$ cat src/rtl/prio_mfreg_pkg.sv
// Package: shared select encoding for the priority multifunction register.
// Assumes: a 3-bit select; codes 5..7 are unused and mean "keep".
package prio_mfreg_pkg;
    localparam int unsigned SEL_W = 3;

    typedef logic [SEL_W-1:0] sel_t;

    localparam sel_t SEL_KEEP  = 3'd0;
    localparam sel_t SEL_LOAD  = 3'd1;
    localparam sel_t SEL_SHIFT = 3'd2;
    localparam sel_t SEL_CLEAR = 3'd3;
    localparam sel_t SEL_SET   = 3'd4;
endpackage

$ cat src/rtl/prio_mfreg_enc.sv
// Module: prio_mfreg_enc
// Resolves the four independent control lines into one select code.
// Fixed priority: clear > set > load > shift; none asserted gives keep.
// Assumes: purely combinational, used once per register.
module prio_mfreg_enc
    import prio_mfreg_pkg::*;
(
    input  logic clr,
    input  logic set,
    input  logic load,
    input  logic shift,
    output sel_t sel
);
    // Priority chain picking the winning operation.
    always_comb begin
        if (clr)        sel = SEL_CLEAR;
        else if (set)   sel = SEL_SET;
        else if (load)  sel = SEL_LOAD;
        else if (shift) sel = SEL_SHIFT;
        else            sel = SEL_KEEP;
    end
endmodule

$ cat src/rtl/prio_mfreg_bitsel.sv
// Module: prio_mfreg_bitsel
// Eight-way next-value selector for a single register bit.
// Assumes: the caller supplies the bit's own value, its load bit and the
// value of its lower neighbour (or the serial input for bit 0).
module prio_mfreg_bitsel
    import prio_mfreg_pkg::*;
(
    input  sel_t sel,
    input  logic cur,
    input  logic load_bit,
    input  logic lower_bit,
    output logic nxt
);
    // Per-bit selection; unused codes fall back to keeping the bit.
    always_comb begin
        case (sel)
            SEL_KEEP:  nxt = cur;
            SEL_LOAD:  nxt = load_bit;
            SEL_SHIFT: nxt = lower_bit;
            SEL_CLEAR: nxt = 1'b0;
            SEL_SET:   nxt = 1'b1;
            3'd5:      nxt = cur;
            3'd6:      nxt = cur;
            default:   nxt = cur;
        endcase
    end
endmodule

$ cat src/rtl/prio_mfreg.sv
// Module: prio_mfreg (top)
// N-bit register with clear, set, load and left shift, resolved by priority.
// Assumes: synchronous active-low reset to zero; outputs come straight from
// the flip-flops; W >= 1.
module prio_mfreg
    import prio_mfreg_pkg::*;
#(
    parameter int unsigned W = 4
) (
    input  logic         clk,
    input  logic         rst_n,
    input  logic         clr_i,
    input  logic         set_i,
    input  logic         load_i,
    input  logic         shift_i,
    input  logic         shift_in_i,
    input  logic [W-1:0] din_i,
    output logic [W-1:0] q_o
);
    localparam int unsigned MSB = W - 1;

    sel_t         sel;
    logic [MSB:0] q_r;
    logic [MSB:0] nxt;
    logic [MSB:0] lower;

    prio_mfreg_enc u_enc (
        .clr   (clr_i),
        .set   (set_i),
        .load  (load_i),
        .shift (shift_i),
        .sel   (sel)
    );

    for (genvar i = 0; i < W; i++) begin : g_bit
        if (i == 0) begin : g_lsb
            assign lower[i] = shift_in_i;
        end else begin : g_upper
            assign lower[i] = q_r[i-1];
        end

        prio_mfreg_bitsel u_sel (
            .sel       (sel),
            .cur       (q_r[i]),
            .load_bit  (din_i[i]),
            .lower_bit (lower[i]),
            .nxt       (nxt[i])
        );
    end

    // State register: synchronous reset, otherwise take the selected value.
    always_ff @(posedge clk) begin
        if (!rst_n) q_r <= '0;
        else        q_r <= nxt;
    end

    assign q_o = q_r;
endmodule

$ cat config.mk
export PLATFORM = sky130hd
export DESIGN_NAME = prio_mfreg
export DESIGN_NICKNAME = d
export VERILOG_FILES = /design/src/rtl/prio_mfreg_pkg.sv /design/src/rtl/prio_mfreg_enc.sv /design/src/rtl/prio_mfreg_bitsel.sv /design/src/rtl/prio_mfreg.sv
export SDC_FILE = /design/constraint.sdc
export NUM_CORES = 1
export LEC_CHECK = 0
export BUFFER_PORTS_ARGS = -buffer_cell sky130_fd_sc_hd__buf_2
export CAP_MARGIN = 20
export CORE_AREA = 2 2 39 41
export CTS_CLUSTER_DIAMETER = 120
export CTS_CLUSTER_SIZE = 12
export DETAILED_ROUTE_END_ITERATION = 12
export DIE_AREA = 0 0 41 43
export GPL_ROUTABILITY_DRIVEN = 0
export PLACE_DENSITY = 0.54
export SYNTH_ARGS = -nofsm -noshare
export SYNTH_HDL_FRONTEND = slang
export SYNTH_HIERARCHICAL = 1
export SYNTH_SLANG_ARGS = --single-unit
$ cat constraint.sdc
create_clock -name clk -period 1.9 [get_ports clk]
set_input_delay 0.285 -clock clk [delete_from_list [all_inputs] [get_ports clk]]
set_output_delay 0.285 -clock clk [all_outputs]
set_load 0.02 [all_outputs]
==> metrics.cfg <==
[status]
status=completed

[layout]
largest_reg_flops=4
multi_input_area_um2=232.7
num-fill-cells=159
seqCellArea_um2=80.08
num_antenna_cells=0
drive_gt1_share_pct=33.93
finalCoreUtilization_pct=32.10
nNetsFinal=69
syn_to_final_growth_pct=40.32
stdcell_count=72

[timing]
setup_violations=0
relSlewSlack_pct=73.43
min_period_ns=1.275
fmax_mhz=784.5
rsz0062_at_grt=no
setup_tns_ns=0
hold_viol_final=0
drv_slew=0
worstMarginPinSlew_ns=0.3986
period_share_pct=67.09
skew_ns=0.007839

[synthesis]
synthSimpleGateAreaFrac_pct=33.99
synth_seq_area_share_pct=25.30
synth_fa_ha_area_share_pct=0
synth_mux_area_share_pct=12.65
synthesis.area_um2=316.6
yosys_warnings=6
ys_top_cells_by_area=dfxtp_1, and4bb_1, mux2i_1, o21bai_1, and2_1
synth_top_flop_cell=dfxtp_1
ys_ff_latch=4
synth_edf_count=0
synth_top_family_by_area=simple AND/OR/NAND/NOR gates
yosys.area.top_type=dfxtp_1
syn_area_per_cell_um2=8.556
synth.distinct_cells=11
synth_nets=48
synth_top_area_share_pct=25.30
async_flop_share_pct=0
synth-xor-area-share_pct=0
syn_inst=37
synth-compound-area-share_pct=26.88

[die]
die_y_um=43
die_w_um=41
fp-row-count=14
core_region_area_um2=1384
ios=15
die_area_um2=1763
start_util_pct=22.88

[clock_network]
cts-htree-levels=1
cts_num_sinks=4
clock-root-buffer=clkbuf_4
cts_tree=done
clk_pin_slew_ns=0.04
clockBufferDepth=2
post_cts_buffers=0
cts_resized=0
numCtsBuffers=3
clock_latency_ns=0.24
cts_hold_buf=0

[detailed_routing]
drtIter0Drc=0
vias=341
drt-total-wl_um=725
ant_nets=0
drc=0
drt_first_pass_iters=1
vias_per_cell=4.736
wl_per_cell_um=10.07

[critical_path]
crit_required_ns=2.03
critPathSlowestCell=a21o_1
crit_path_max_fanout=12
cpPeakStageDelay_ns=0.36
cp.arrival_ns=1.41
path_class=input pin to register
worst_setup_path_start_kind=input pin
cp-end-kind=register
path_cells=buf_2 > inv_1 > a21o_1 > and4bb_1 > a21oi_1 > o21ai_1 > and2_1

[place]
place_inst=69
hpwl_um=554.9
port_buffers=14

[global_route]
grt_pass1_wl_mm=1.200
antenna_found_initial=0
grt_overflow=0
grt_use_met2_pct=13.13
globalRouteMet1Util_pct=12.86
use_met3_pct=4.712
grt_pass1_vias=295
grt_max_degree=13
top_usage_layer=met2
grt_usage_pct=10.34

[power]
p_per_area_nw_per_um2=608.3
internal_power_uw=196.2
p_leak_uw=0.0002325
peakVddDrop_uv=203.5
p_clk_share_pct=39.2
p_switching_uw=73.97
p_total_uw=270.2
p_seq_share_pct=34.7
comb_power_share_pct=26.1
swShare_pct=27.38

[job]
drv_cap=0

[min_path]
hold_path.class=input pin to register

cells by family after synthesis:
kind of cell | count (synthesis)
AOI/OAI and AO/OA | 14
and+or+nand+nor | 14
muxes | 4
DFF | 4
buffers and inverters | 1
layer usage:
metal	vias to the layer above	wire, um
li1	178	-
met1	152	341
met2	11	318
met3	0	65
met4	0	0
met5	-	0
critical path: cells and delay by family:
family / cells / cell delay [ns]
AOI/OAI and AO/OA: 3 / 0.56
and+or+nand+nor: 2 / 0.40
buffers and inverters: 2 / 0.16
worst paths after layout:
check                             from     end  slack, ns  depth (start not counted)
worst min-delay path             rst_n  q_o[1]       0.30                          2
worst max register to register  q_o[0]  q_o[1]       0.93                          4
worst max-delay path             set_i  q_o[1]       0.63                          7
worst min register to register  q_o[3]  q_o[3]       0.66                          3
cell usage in the layout (no fill, tap or decap):
cell	n
o21ai_1	4
a21oi_1	4
clkbuf_4	3
nor2_1	2
inv_1	1
buf_4	2
a21o_1	2
and2_1	4
mux2i_1	4
buf_2	14
o21bai_1	4
and4bb_1	4
nor2b_1	4
dfxtp_1	4
power groups by stage:
stage	clock (uW)	combinational, uW	sequential [uW]
after detailed placement	0	70.7	95.3
after global placement	0	70.6	95.2
after global routing	117	79.2	94.7
after floorplan	0	38.8	101
final	106	70.5	93.8
after CTS	111	71.5	93.9
layout make-up:
type                    instances  area share (%)
clock buffers                   3           5.070
multi-input cells              32           52.39
well taps                      16           4.507
repair buffers                 16           19.15
inverters                       1          0.8451
flip-flops and latches          4           18.03
metrics by stage:
stage | hold WS (ns) | area (um^2) | setup slack [ns]
floorplan | 0.4067 | 316.6 | 0.5371
global placement | 0.5432 | 421.7 | 0.4026
detailed placement | 0.5481 | 421.7 | 0.4080
CTS | 0.2973 | 444.2 | 0.6151
global route | 0.3072 | 444.2 | 0.5298
finish | 0.3022 | 444.2 | 0.6252
(Power assumes the default switching activity.)
